File: config.mk
export PLATFORM = sky130hd
export DESIGN_NAME = xint_edge_unit
export DESIGN_NICKNAME = d
export VERILOG_FILES = /design/src/rtl/xint_pkg.sv /design/src/rtl/xint_sync_filter.sv /design/src/rtl/xint_edge_sel.sv /design/src/rtl/xint_req_flag.sv /design/src/rtl/xint_edge_unit.sv
export SDC_FILE = /design/constraint.sdc
export NUM_CORES = 1
export LEC_CHECK = 0
export BUFFER_PORTS_ARGS = -buffer_cell sky130_fd_sc_hd__buf_2
export CAP_MARGIN = 5
export CORE_AREA = 2 2 39 41
export DETAILED_ROUTE_END_ITERATION = 12
export DIE_AREA = 0 0 41 43
export HOLD_SLACK_MARGIN = 0.05
export PLACE_DENSITY = 0.47
export SYNTH_ARGS = -nofsm -noshare
export SYNTH_HDL_FRONTEND = slang
export SYNTH_SLANG_ARGS = --single-unit
export TNS_END_PERCENT = 10
File: constraint.sdc
create_clock -name clk -period 1.7 [get_ports clk]
set_input_delay 0.34 -clock clk [delete_from_list [all_inputs] [get_ports clk]]
set_output_delay 0.34 -clock clk [all_outputs]
set_load 0.1 [all_outputs]
File: src/rtl/xint_pkg.sv
package xint_pkg;

    typedef struct packed {
        logic both;   // 1: both directions valid
        logic rise;   // one-direction mode: 1 rising, 0 falling
    } edge_cfg_t;

    typedef enum logic {
        DIR_FALL = 1'b0,
        DIR_RISE = 1'b1
    } edge_dir_e;

    function automatic logic edge_accepts(edge_cfg_t cfg, edge_dir_e dir);
        return cfg.both | (cfg.rise == dir);
    endfunction

endpackage

File: src/rtl/xint_sync_filter.sv
module xint_sync_filter #(
    parameter int SYNC_STAGES = 2,
    parameter int FILT_CYCLES = 4
) (
    input  logic clk,
    input  logic rst,
    input  logic pin_raw,
    input  logic pin_en,
    output logic lvl,
    output logic chg
);
    localparam int CNT_W = (FILT_CYCLES > 1) ? $clog2(FILT_CYCLES) : 1;
    localparam logic [CNT_W-1:0] LAST = CNT_W'(FILT_CYCLES - 1);

    logic [SYNC_STAGES-1:0] sync_q;
    logic [CNT_W-1:0]       cnt;
    logic                   s_pin;

    assign s_pin = sync_q[SYNC_STAGES-1];

    always_ff @(posedge clk) begin
        if (rst) begin
            sync_q <= {SYNC_STAGES{pin_raw}};
        end else begin
            sync_q <= {sync_q[SYNC_STAGES-2:0], pin_raw};
        end
    end

    always_ff @(posedge clk) begin
        if (rst) begin
            lvl <= pin_raw;
            cnt <= '0;
            chg <= 1'b0;
        end else begin
            chg <= 1'b0;
            if (!pin_en) begin
                lvl <= s_pin;
                cnt <= '0;
            end else if (s_pin == lvl) begin
                cnt <= '0;
            end else if (cnt == LAST) begin
                lvl <= s_pin;
                cnt <= '0;
                chg <= 1'b1;
            end else begin
                cnt <= cnt + CNT_W'(1);
            end
        end
    end

    // nothing is reported while the pin is disabled
    assert_disabled_quiet_R1: assert property (@(posedge clk) disable iff (rst)
        !pin_en |=> !chg);

    // a reported change always moves the accepted level
    assert_chg_moves_R4: assert property (@(posedge clk) disable iff (rst)
        chg |-> (lvl != $past(lvl)));

    // no change is reported before the hold count is reached
    assert_hold_R4: assert property (@(posedge clk) disable iff (rst)
        (pin_en && s_pin != lvl && cnt != LAST) |=> !chg);

endmodule

File: src/rtl/xint_edge_sel.sv
module xint_edge_sel
    import xint_pkg::*;
(
    input  edge_cfg_t cfg,
    input  logic      chg,
    input  logic      lvl,
    output logic      valid
);
    edge_dir_e dir;

    always_comb begin
        dir   = lvl ? DIR_RISE : DIR_FALL;
        valid = chg & edge_accepts(cfg, dir);
    end

endmodule

File: src/rtl/xint_req_flag.sv
module xint_req_flag (
    input  logic clk,
    input  logic rst,
    input  logic set,
    input  logic irq_ack,
    input  logic skip_test,
    input  logic irq_route,
    input  logic glob_ie,
    output logic irq_req,
    output logic skip_cond
);
    logic flag;
    logic clr;

    assign skip_cond = skip_test & flag & ~irq_route;
    assign irq_req   = flag & irq_route & glob_ie;
    assign clr       = irq_ack | skip_cond;

    always_ff @(posedge clk) begin
        if (rst) begin
            flag <= 1'b0;
        end else begin
            flag <= set | (flag & ~clr);
        end
    end

    // a valid edge always leaves the flag set
    assert_set_R5: assert property (@(posedge clk) disable iff (rst)
        set |=> flag);

    // an acknowledge with no new edge empties the flag
    assert_ack_clear_R6: assert property (@(posedge clk) disable iff (rst)
        (irq_ack && !set) |=> !flag);

    // a successful skip test with no new edge empties the flag
    assert_skip_clear_R8: assert property (@(posedge clk) disable iff (rst)
        (skip_cond && !set) |=> !skip_cond && !irq_req);

    // polling never reports while interrupt routing is on
    assert_skip_route_R8: assert property (@(posedge clk) disable iff (rst)
        irq_route |-> !skip_cond);

endmodule

File: src/rtl/xint_edge_unit.sv
module xint_edge_unit
    import xint_pkg::*;
#(
    parameter int SYNC_STAGES = 2,
    parameter int FILT_CYCLES = 4
) (
    input  logic clk,
    input  logic rst,
    input  logic pin_raw,
    input  logic pin_en,
    input  logic both_edges,
    input  logic rise_sel,
    input  logic irq_route,
    input  logic glob_ie,
    input  logic irq_ack,
    input  logic skip_test,
    output logic skip_cond,
    output logic irq_req,
    output logic wake_pulse,
    output logic tmr_start
);
    edge_cfg_t cfg;
    logic      lvl;
    logic      chg;
    logic      valid;

    assign cfg.both = both_edges;
    assign cfg.rise = rise_sel;

    xint_sync_filter #(
        .SYNC_STAGES (SYNC_STAGES),
        .FILT_CYCLES (FILT_CYCLES)
    ) filt_i (
        .clk     (clk),
        .rst     (rst),
        .pin_raw (pin_raw),
        .pin_en  (pin_en),
        .lvl     (lvl),
        .chg     (chg)
    );

    xint_edge_sel sel_i (
        .cfg   (cfg),
        .chg   (chg),
        .lvl   (lvl),
        .valid (valid)
    );

    xint_req_flag flag_i (
        .clk       (clk),
        .rst       (rst),
        .set       (valid),
        .irq_ack   (irq_ack),
        .skip_test (skip_test),
        .irq_route (irq_route),
        .glob_ie   (glob_ie),
        .irq_req   (irq_req),
        .skip_cond (skip_cond)
    );

    assign wake_pulse = valid;
    assign tmr_start  = valid;

    // pulses are single-cycle
    assert_pulse_width_R9: assert property (@(posedge clk) disable iff (rst)
        wake_pulse |=> !wake_pulse);

endmodule

### After elaboration in Yosys (flattened, before gate mapping)

Index checks and enable logic that the tools add are counted.

* output and inout port bits: 4
* bits of input ports: 10
* register bits: 7

* bitwise gates (word level): 12
* add/subtract/negate cells: 1
* muxes and demuxes: 7
* reduce and logical (&&, ||, !) cells: 3
* eq/ne operators: 5

Operators by type and width (count)
* 1-bit AND: 6
* 1-bit two-way mux: 6
* 4-bit OR reduction: 1
* 3-bit by 2-bit != test with 1-bit output, second input constant: 1
* 3-bit != test, second input constant: 1
* 1-bit NOT: 3
* 1-bit bitwise OR: 3
* 3-bit OR reduction: 1
* 2-bit by 1-bit adder with 2-bit output, second input constant: 1
* 1-bit == test: 2
* 2-bit == test, second input constant: 1
* 2-bit two-way mux: 1
* 2-bit AND reduction: 1

### Longest topological paths before layout

Gate-level depths: netlist (run 1).

* word-level depth: 6
* gate-level depth with buffers: 4
* gate-level depth less buffers: 3

### Modules after synthesis

From an unflattened synthesis (run 1), not the netlist that was laid out.

* cells, all modules: 30
* area total of the unflattened synthesis: 302.8 sq um

Modules (own cells, without submodules)
* xint_sync_filter: area an instance 216.5 sq um, instances 1, seq. area each 130.1 sq um, cells an instance 19
* xint_req_flag: area an instance 62.6 sq um, instances 1, seq. area each 20.0 sq um, cells an instance 8
* xint_edge_sel: area an instance 16.3 sq um, instances 1, seq. area each 0.0 sq um, cells an instance 2
* xint_edge_unit: area an instance 7.5 sq um, instances 1, seq. area each 0.0 sq um, cells an instance 1

### Worst setup path after synthesis (run 1)

No wires, ideal clock.

* path type: register -> output
* from: register filt_i.lvl
* to: output port wake_pulse
* data required time: 1360 ps
* stages on the path, launching flop included: 5
* setup slack: -323 ps
* arrival: 1683 ps
* cell sequence: edfxtp_1 > xnor2_1 > o21ai_0 > inv_1 > buf_4

* longest elaborated chain between the ends: 4

Ends and longest elaborated chain
* start, declared: RTL line xint_sync_filter.sv:9 `output logic lvl,`
* start signal, assigned: RTL line xint_sync_filter.sv:31 `lvl <= pin_raw;`
* start signal, assigned: RTL line xint_sync_filter.sv:37 `lvl <= s_pin;`
* start signal, assigned: RTL line xint_sync_filter.sv:42 `lvl <= s_pin;`
* 1-bit two-way mux: RTL line xint_edge_sel.sv:12 `dir = lvl ? DIR_RISE : DIR_FALL;`
* 1-bit == test: RTL line xint_pkg.sv:14 `return cfg.both | (cfg.rise == dir);`
* 1-bit bitwise OR: RTL line xint_pkg.sv:14
* 1-bit AND: RTL line xint_edge_sel.sv:13 `valid = chg & edge_accepts(cfg, dir);`
* end, declared: RTL line xint_edge_unit.sv:19 `output logic wake_pulse,`

Every way passes these cells.

### Final worst setup path (run 1)

Ends and elaborated chain as after synthesis.

==> results.json, run 1 <==
{
  "outcome": "finished, final reports clean",
  "p_comb_share_pct": 8.0,
  "p_seq_share_pct": 51.1,
  "crit_required_ns": 1.36,
  "cp_slowest_stage_delay_ns": 0.41,
  "fin_crit_sh_pct": 94.3,
  "post_synth.cell_area_avg_sq_um": 9.40,
  "grt_util_met2_pct": 7.50,
  "viasPerCell": 4.03,
  "numCtsBuffers": 3,
  "ios": 14,
  "peakVddDrop_mv": 0.245,
  "period_needed_ns": 1.60,
  "overflow": 0,
  "timing.rr.start": "filt_i.lvl$_DFFE_PP_",
  "whs_path_depth": 1,
  "grt_use_met1_pct": 9.12,
  "first_pass_iters": 4,
  "dpl_cell_area_sq_um": 402,
  "hold_viol_final": 0,
  "clk_pin_slew_ns": 0.05,
  "grt_pass1_wl_um": 779,
  "rsz0062_at_grt": "false",
  "grtUsageTotal_pct": 7.16,
  "area_growth_pct": 46.8,
  "r2r_cells": 3,
  "die_h_um": 43,
  "fin_skew_ns": 0.00550,
  "synthArstFlopShare_pct": 0,
  "synth_area_leaders": "dfxtp_1 (41%), edfxtp_1 (10%), o21ai_0 (6.9%)",
  "powerDensity_mw_per_mm2": 827,
  "fin_util_pct": 30.9,
  "hold_slack_ns": 0.208,
  "synthCells": 31,
  "synth_edf_count": 1,
  "yosysMostFrequentCell": "dfxtp_1",
  "holdCritPathClass": "in2reg",
  "wirelength_um": 464,
  "startpoint": "filt_i.lvl$_DFFE_PP_",
  "busiest_layer": "met4",
  "synth_top_area_share_pct": 41.2,
  "wl_per_cell_um": 7.37,
  "drtIter0Drc": 6,
  "internal_power_uw": 281,
  "ys_top_cells_by_count": "dfxtp_1 (6), nand2_1 (5), o21ai_0 (4)",
  "dieArea_sq_mm": 0.00176,
  "slew_headroom_pct": 68.0,
  "crit_path_cell_trace": "xnor2_1 > o21ai_1 > inv_2 > buf_12",
  "p_sw_share_pct": 20.6,
  "place_congestion": 0.675,
  "pwr-share-clk_pct": 40.8,
  "ys_seq_area_share_pct": 51.5,
  "yosysTopAreaCell": "dfxtp_1",
  "rows": 14,
  "r2r_slack_ns": 0.63,
  "arrival_ns": 1.26,
  "ys_types": 17,
  "finalSetupViolCount": 0,
  "place_hpwl_um": 390,
  "nNetsFinal": 59,
  "diodes": 0,
  "cts_max_path_buffers": 2,
  "worstMarginPinSlew_ns": 0.483,
  "die_x_um": 41,
  "fmax_mhz": 623,
  "maxCapViolCount": 0,
  "cts_max_level": 1,
  "cts_setup_buffers": 0,
  "setup-tns-final_ns": 0,
  "io_buffers": 13,
  "use_met3_pct": 2.09,
  "synth.ff_latch_count": 7,
  "drive_gt1_share_pct": 42.6,
  "grt_pass1_vias": 216,
  "critPathBufInv": 2,
  "syn_area_sq_um": 292,
  "fp.coreArea_sq_mm": 0.00138,
  "path_delay_family": "flip-flops",
  "synth_ff_type": "dfxtp_1",
  "slew_viol_final": 0,
  "cts_root_buffer": "clkbuf_4",
  "drc_errors": 0,
  "whs_endpoint": "filt_i.sync_q[0]$_DFF_P_",
  "grt_max_degree": 6,
  "grt_antenna_before_repair": 0,
  "insertion_delay_ns": 0.25,
  "yosysWarnings": 0,
  "r2r-end": "filt_i.lvl$_DFFE_PP_",
  "path_class": "reg2out",
  "final_cell_area_sq_um": 428,
  "clock_sinks": 7,
  "slowest_stage": "edfxtp_1",
  "min-delay-start": "pin_raw",
  "vias": 254,
  "ant_nets": 0,
  "cts_tree": "built",
  "initial_core_util_pct": 21.1,
  "start_kind": "flip-flop",
  "switching_power_uw": 72.9,
  "p_leak_uw": 0.000209,
  "synthesis.nets": 42,
  "cp-end-kind": "output port",
  "critPathMaxFanout": 2
}
-- how the worst max path moves through the flow --
stage	to	cells after the start	slack (ns)
after floorplan	wake_pulse	4	-0.05
after global placement	tmr_start	5	0.29
after detailed placement	wake_pulse	5	0.24
after CTS	wake_pulse	4	0.07
after global routing	tmr_start	4	0.007
final	wake_pulse	4	0.1
-- power by group through the flow --
stage	combinational (uW)	sequential (uW)	clock, uW
3_3_place_gp	28.6	184	0
4_1_cts	28.8	181	153
3_5_place_dp	28.4	184	0
6_report	28.5	181	145
2_1_floorplan	14.6	183	0
5_1_grt	32.6	181	171
-- repair_timing --
action | in CTS | in global routing
hold buffers | 0 | 0
endpoints found under the setup margin | 2 | 0
resized for setup | 1 | 0
-- per-layer routing --
layer	wire (um)	vias up	share of wire, %
li1	-	134	-
met1	209	99	45
met2	167	19	36
met3	80	2	17
met4	7	0	1.5
met5	0	-	0
-- placed cells by master, fill, tap and decap left out, drive strengths merged --
cell	instances
dfxtp	6
edfxtp	1
ha	1
and2b	1
and3	2
nor2b	1
buf	13
nor2	1
nor3	1
xnor2	1
nor3b	1
clkbuf	4
o21ai	4
inv	3
nand2	5
xor2	1
a21oi	1
-- registers in the layout (all words and copies together), names as in the netlist --
register	flops
filt_i.chg	1
filt_i.cnt	2
filt_i.lvl	1
filt_i.sync_q	2
flag_i.flag	1
-- cell type report --
| class | count | area [sq um] |
|---|---|---|
| Fill cell | 151 | 956 |
| Timing Repair Buffer | 13 | 95.1 |
| Multi-Input combinational cell | 20 | 125 |
| Tap cell | 16 | 20.0 |
| Clock buffer | 4 | 26.3 |
| Sequential cell | 7 | 150 |
| Inverter | 3 | 11.3 |
-- per-stage QoR --
stage,std cells,power [uW],setup slack [ns]
4_1_cts,63,362,0.0736
2_1_floorplan,31,198,-0.0495
5_1_grt,63,385,0.00695
6_report,63,354,0.0961
3_5_place_dp,59,213,0.243
3_3_place_gp,59,213,0.288
-- cell families after synthesis --
kind of cell	Yosys count	synth area share [%]
XOR/XNOR	2	6.01
buffers and inverters	4	6.44
AND/OR/NAND/NOR	12	23.2
flip-flops	7	51.5
adder cells (fa/ha/maj)	1	4.29
AO/OA/AOI/OAI	5	8.58
-- worst reg2reg max path: stages, from the launching register on --
cell      delay [ns]
edfxtp_1        0.41
xor2_1          0.23
nand2_1         0.08
nand2_1         0.07
Power figures use the tool's default switching activity.
==> run 2, diff against run 1 <==
--- a/config.mk
+++ b/config.mk
@@ -7,11 +7,13 @@
 export LEC_CHECK = 0
 export BUFFER_PORTS_ARGS = -buffer_cell sky130_fd_sc_hd__buf_2
 export CAP_MARGIN = 5
+export CELL_PAD_IN_SITES_DETAIL_PLACEMENT = 0
+export CELL_PAD_IN_SITES_GLOBAL_PLACEMENT = 1
 export CORE_AREA = 2 2 39 41
 export DETAILED_ROUTE_END_ITERATION = 12
 export DIE_AREA = 0 0 41 43
 export HOLD_SLACK_MARGIN = 0.05
-export PLACE_DENSITY = 0.47
+export PLACE_DENSITY = 0.59
 export SYNTH_ARGS = -nofsm -noshare
 export SYNTH_HDL_FRONTEND = slang
 export SYNTH_SLANG_ARGS = --single-unit
==> constraint.sdc (replaced) <==
create_clock -name clk -period 2 [get_ports clk]
set_input_delay 0.4 -clock clk [delete_from_list [all_inputs] [get_ports clk]]
set_output_delay 0.4 -clock clk [all_outputs]
set_load 0.1 [all_outputs]
==> run 2 against run 1 <==
Compared with the run above:
- hold slack improved by 0.066 ns
- power down 14%
- design area decreased by 7.0%
- die area is the same
- global-route usage is 0.50 points higher
- clock skew is 0.0013 ns lower
- critical path type unchanged
- largest cell class unchanged
- largest power group unchanged
==> results.json, run 2 (synthesis results as in run 1) <==
{
  "cts_max_level": 1,
  "cp_slowest_stage_delay_ns": 0.42,
  "initial_core_util_pct": 21.1,
  "cts_max_path_buffers": 2,
  "fin_skew_ns": 0.00424,
  "die_h_um": 43,
  "overflow": 0,
  "cts_tree": "built",
  "grt_pass1_wl_um": 800,
  "layout_commonest_cell": "buf_2",
  "die_x_um": 41,
  "timing.rr.start": "filt_i.lvl$_DFFE_PP_",
  "multi_input_area_sq_um": 125,
  "place_hpwl_um": 400,
  "cp-end-kind": "output port",
  "place_congestion": 0.649,
  "internal_power_uw": 239,
  "p_leak_uw": 0.000207,
  "peakVddDrop_mv": 0.232,
  "first_pass_iters": 3,
  "rows": 14,
  "maxCapViolCount": 0,
  "grtUsageTotal_pct": 7.65,
  "grt_antenna_before_repair": 0,
  "fp.coreArea_sq_mm": 0.00138,
  "fmax_mhz": 550,
  "grt_max_degree": 6,
  "powerDensity_mw_per_mm2": 762,
  "critPathBufInv": 2,
  "fillers": 151,
  "pwr-share-clk_pct": 41.3,
  "path_class": "reg2out",
  "arrival_ns": 1.42,
  "final_cell_mix": "buf_2 (13), dfxtp_1 (6), nand2_1 (5), o21ai_0 (4)",
  "post_cts_resized": 0,
  "path_delay_family": "buffers and inverters",
  "cts_setup_buffers": 0,
  "p_seq_share_pct": 50.7,
  "clk_pin_slew_ns": 0.05,
  "io_buffers": 13,
  "ff_latch_area_sq_um": 150,
  "slew_headroom_pct": 68.0,
  "crit_required_ns": 1.60,
  "slowest_stage": "buf_2",
  "vias": 250,
  "p_comb_share_pct": 8.0,
  "switching_power_uw": 64.4,
  "start_kind": "flip-flop",
  "cts_root_buffer": "clkbuf_4",
  "dieArea_sq_mm": 0.00176,
  "critPathMaxFanout": 2,
  "drtIter0Drc": 4,
  "drc_errors": 0,
  "crit_path_cell_trace": "xnor2_1 > o21ai_0 > inv_1 > buf_2",
  "cts_hold_buffers": 0,
  "r2r_cells": 3,
  "nNetsFinal": 59,
  "wirelength_um": 494,
  "worstMarginPinSlew_ns": 0.483,
  "diodes": 0,
  "r2r_slack_ns": 0.93,
  "holdCritPathClass": "in2reg",
  "ios": 14,
  "period_needed_ns": 1.82,
  "rsz0062_at_grt": "false",
  "viasPerCell": 3.97,
  "hold_slack_ns": 0.273,
  "hold_viol_final": 0,
  "finalSetupViolCount": 0,
  "startpoint": "filt_i.lvl$_DFFE_PP_",
  "area_growth_pct": 36.5,
  "clock_sinks": 7,
  "crit_path_end": "tmr_start",
  "numCtsBuffers": 3,
  "wl_per_cell_um": 7.84,
  "slew_viol_final": 0,
  "p_sw_share_pct": 21.2,
  "drive_gt1_share_pct": 40.4,
  "r2r-end": "filt_i.lvl$_DFFE_PP_",
  "setup-tns-final_ns": 0,
  "worst-path-stages": 4,
  "insertion_delay_ns": 0.25,
  "grt_pass1_vias": 208,
  "fin_crit_sh_pct": 91.0,
  "ant_nets": 0,
  "reg_top3": "filt_i.cnt (2), filt_i.sync_q (2)",
  "outcome": "finished, final reports clean"
}
==> run 2: cell types whose count changed in the layout (fill, tap and decap cells not counted) <==
cell	delta
buf_12	-2
buf_2	+2
inv_1	+1
inv_2	-1
o21ai_0	+1
o21ai_1	-1
==> run 2: how the worst min path moves through the flow <==
stage | from | endpoint | cells after the start
global placement | filt_i.cnt[0]$_SDFF_PP0_ | filt_i.cnt[0]$_SDFF_PP0_ | 1
finish | pin_raw | filt_i.sync_q[0]$_DFF_P_ | 1
global route | pin_raw | filt_i.sync_q[0]$_DFF_P_ | 1
floorplan | filt_i.cnt[0]$_SDFF_PP0_ | filt_i.cnt[0]$_SDFF_PP0_ | 1
CTS | pin_raw | filt_i.sync_q[0]$_DFF_P_ | 1
detailed placement | filt_i.cnt[0]$_SDFF_PP0_ | filt_i.cnt[0]$_SDFF_PP0_ | 1
==> run 2: stage by stage <==
stage | total power, uW | std cells | setup slack, ns | cell area (sq um) | util [%]
4_1_cts | 310 | 63 | 0.155 | 398 | 28.8
5_1_grt | 331 | 63 | 0.0886 | 398 | 28.8
3_5_place_dp | 181 | 59 | 0.367 | 372 | 26.9
2_1_floorplan | 168 | 31 | -0.0827 | 294 | -
3_3_place_gp | 181 | 59 | 0.366 | 372 | 26.9
6_report | 303 | 63 | 0.181 | 398 | 28.8
==> run 2: cell type report <==
| cell class | instances | share of cell area [%] |
|---|---|---|
| flip-flops and latches | 7 | 37.7 |
| multi-input cells | 20 | 31.4 |
| clock buffers | 4 | 6.60 |
| well taps | 16 | 5.03 |
| inverters | 3 | 2.83 |
| repair buffers | 13 | 16.4 |
==> run 2: power groups by stage <==
stage | sequential (uW) | combinational [uW] | clock (uW)
floorplan | 156 | 12.4 | 0
finish | 154 | 24.2 | 125
detailed placement | 157 | 24.4 | 0
global route | 154 | 28.4 | 149
global placement | 156 | 24.6 | 0
CTS | 154 | 24.7 | 131
==> run 2: routing by layer <==
metal / up-vias / GRT usage (%) / wire (um)
met4: 0 / 8.00 / 0
met2: 14 / 8.44 / 199
met3: 0 / 6.28 / 64
li1: 132 / - / -
met1: 104 / 8.12 / 230
met5: - / 0 / 0
==> run 3, diff against run 2 <==
--- a/config.mk
+++ b/config.mk
@@ -10,10 +10,12 @@
 export CELL_PAD_IN_SITES_DETAIL_PLACEMENT = 0
 export CELL_PAD_IN_SITES_GLOBAL_PLACEMENT = 1
 export CORE_AREA = 2 2 39 41
+export CTS_BUF_LIST = sky130_fd_sc_hd__clkbuf_16
 export DETAILED_ROUTE_END_ITERATION = 12
 export DIE_AREA = 0 0 41 43
 export HOLD_SLACK_MARGIN = 0.05
 export PLACE_DENSITY = 0.59
+export REMOVE_ABC_BUFFERS = 1
 export SYNTH_ARGS = -nofsm -noshare
 export SYNTH_HDL_FRONTEND = slang
 export SYNTH_SLANG_ARGS = --single-unit
==> run 3 against run 2 <==
Compared with the run above:
- sequential share of layout area down 4.2 points
- sequential power barely moved
- setup slack improved by 0.024 ns
- clock power rose to 2.6 times the previous value
- final cell count did not move
- first-iteration DRC count is 50% higher
- die area did not move
- core utilization up 3.6 points
- non-clock buffer count unchanged
- critical endpoint unchanged
- largest power group is now clock
- highest routed layer unchanged
==> results.json, run 3 (synthesis results as in run 1) <==
{
  "outcome": "finished, final reports clean",
  "cts_setup_buffers": 0,
  "drc_errors": 0,
  "overflow": 0,
  "viasPerCell": 3.83,
  "final_cell_mix": "buf_2 (13), dfxtp_1 (6), nand2_1 (5), inv_1 (4), o21ai_0 (4)",
  "worstMarginPinSlew_ns": 0.483,
  "pwr-share-clk_pct": 65.1,
  "numCtsBuffers": 3,
  "layout_commonest_cell": "buf_2",
  "reg_top3": "filt_i.cnt (2), filt_i.sync_q (2)",
  "grt_antenna_before_repair": 0,
  "holdCritPathClass": "in2reg",
  "period_needed_ns": 1.80,
  "clock_sinks": 7,
  "post-place-ws_ns": 0.358,
  "slew_viol_final": 0,
  "grt_pass1_vias": 192,
  "dpl_cell_area_sq_um": 369,
  "critPathBufInv": 2,
  "arrival_ns": 1.40,
  "rsz0062_at_grt": "false",
  "rows": 14,
  "fin_ws_ns": 0.204,
  "cts_max_path_buffers": 2,
  "area_growth_pct": 53.6,
  "cts_tree": "built",
  "switching_power_uw": 85.5,
  "slowest_stage": "buf_2",
  "hold_viol_final": 0,
  "finalSetupViolCount": 0,
  "total_power_uw": 509,
  "wl_met2_um": 155,
  "top_layer_used": "met3",
  "grt_max_degree": 6,
  "crit_path_cell_trace": "xnor2_1 > o21ai_0 > inv_1 > buf_2",
  "cts_max_level": 1,
  "internal_power_uw": 423,
  "die_x_um": 41,
  "ant_nets": 0,
  "grt_pass1_wl_um": 690,
  "fp.coreArea_sq_mm": 0.00138,
  "ios": 14,
  "p_seq_share_pct": 30.3,
  "cp_slowest_stage_delay_ns": 0.42,
  "fin_util_pct": 32.4,
  "wl_met1_um": 232,
  "p_leak_uw": 0.000234,
  "powerDensity_mw_per_mm2": 1140,
  "path_class": "reg2out",
  "drtIter0Drc": 6,
  "fmax_mhz": 557,
  "first_pass_iters": 4,
  "fin_crit_sh_pct": 89.8,
  "post_cts_resized": 0,
  "die_h_um": 43,
  "place_congestion": 0.675,
  "start_kind": "flip-flop",
  "wirelength_um": 475,
  "slew_headroom_pct": 68.0,
  "crit_required_ns": 1.60,
  "insertion_delay_ns": 0.23,
  "p_comb_share_pct": 4.6,
  "dieArea_sq_mm": 0.00176,
  "clk_pin_slew_ns": 0.04,
  "peakVddDrop_mv": 0.541,
  "cts_hold_buffers": 0,
  "maxCapViolCount": 0,
  "cp-end-kind": "output port",
  "drive_gt1_share_pct": 38.3,
  "final_cell_area_sq_um": 448,
  "cts_root_buffer": "clkbuf_16",
  "diodes": 0,
  "wl_per_cell_um": 7.54,
  "vias": 241,
  "fin_skew_ns": 0.000939,
  "p_sw_share_pct": 16.8,
  "initial_core_util_pct": 21.1,
  "nNetsFinal": 59,
  "critPathMaxFanout": 2,
  "path_delay_family": "buffers and inverters",
  "route.met3.wl_um": 87,
  "grtUsageTotal_pct": 6.26,
  "io_buffers": 13
}
## run 3: per-layer routing
| metal | vias to the layer above | global-route usage [%] |
|---|---|---|
| met3 | 0 | 4.71 |
| li1 | 131 | - |
| met2 | 16 | 8.13 |
| met5 | - | 0 |
| met1 | 94 | 6.86 |
| met4 | 0 | 4.00 |
## run 3: power by group through the flow
stage | Combinational (uW) | Sequential, uW | Clock [uW]
finish | 23.5 | 154 | 331
global route | 26.7 | 155 | 347
CTS | 23.8 | 154 | 337
detailed placement | 23.6 | 156 | 0
global placement | 23.9 | 157 | 0
floorplan | 12.3 | 156 | 0
## run 3: worst paths after layout
path	to	depth (start not counted)	slack, ns	start
setup / recovery	tmr_start	4	0.20	filt_i.lvl$_DFFE_PP_
hold / removal	filt_i.sync_q[0]$_DFF_P_	1	0.29	pin_raw
setup reg to reg	filt_i.lvl$_DFFE_PP_	3	0.94	filt_i.lvl$_DFFE_PP_
hold reg to reg	filt_i.cnt[0]$_SDFF_PP0_	1	0.42	filt_i.cnt[0]$_SDFF_PP0_
## run 3: area by class of cell
| type | count | area [sq um] |
|---|---|---|
| fill | 150 | 936 |
| sequential | 7 | 150 |
| multi-input combinational | 20 | 123 |
| clock buffer | 3 | 75.1 |
| timing repair buffer | 13 | 65.1 |
| tap | 16 | 20.0 |
| inverter | 3 | 11.3 |
| clock inverter | 1 | 3.75 |
## run 3: per-stage QoR
stage	instances	hold WS, ns	setup TNS, ns
after floorplan	30	0.404	-0.525
after global placement	59	0.425	0
after detailed placement	59	0.421	0
after CTS	63	0.289	0
after global routing	63	0.292	0
final	63	0.292	0
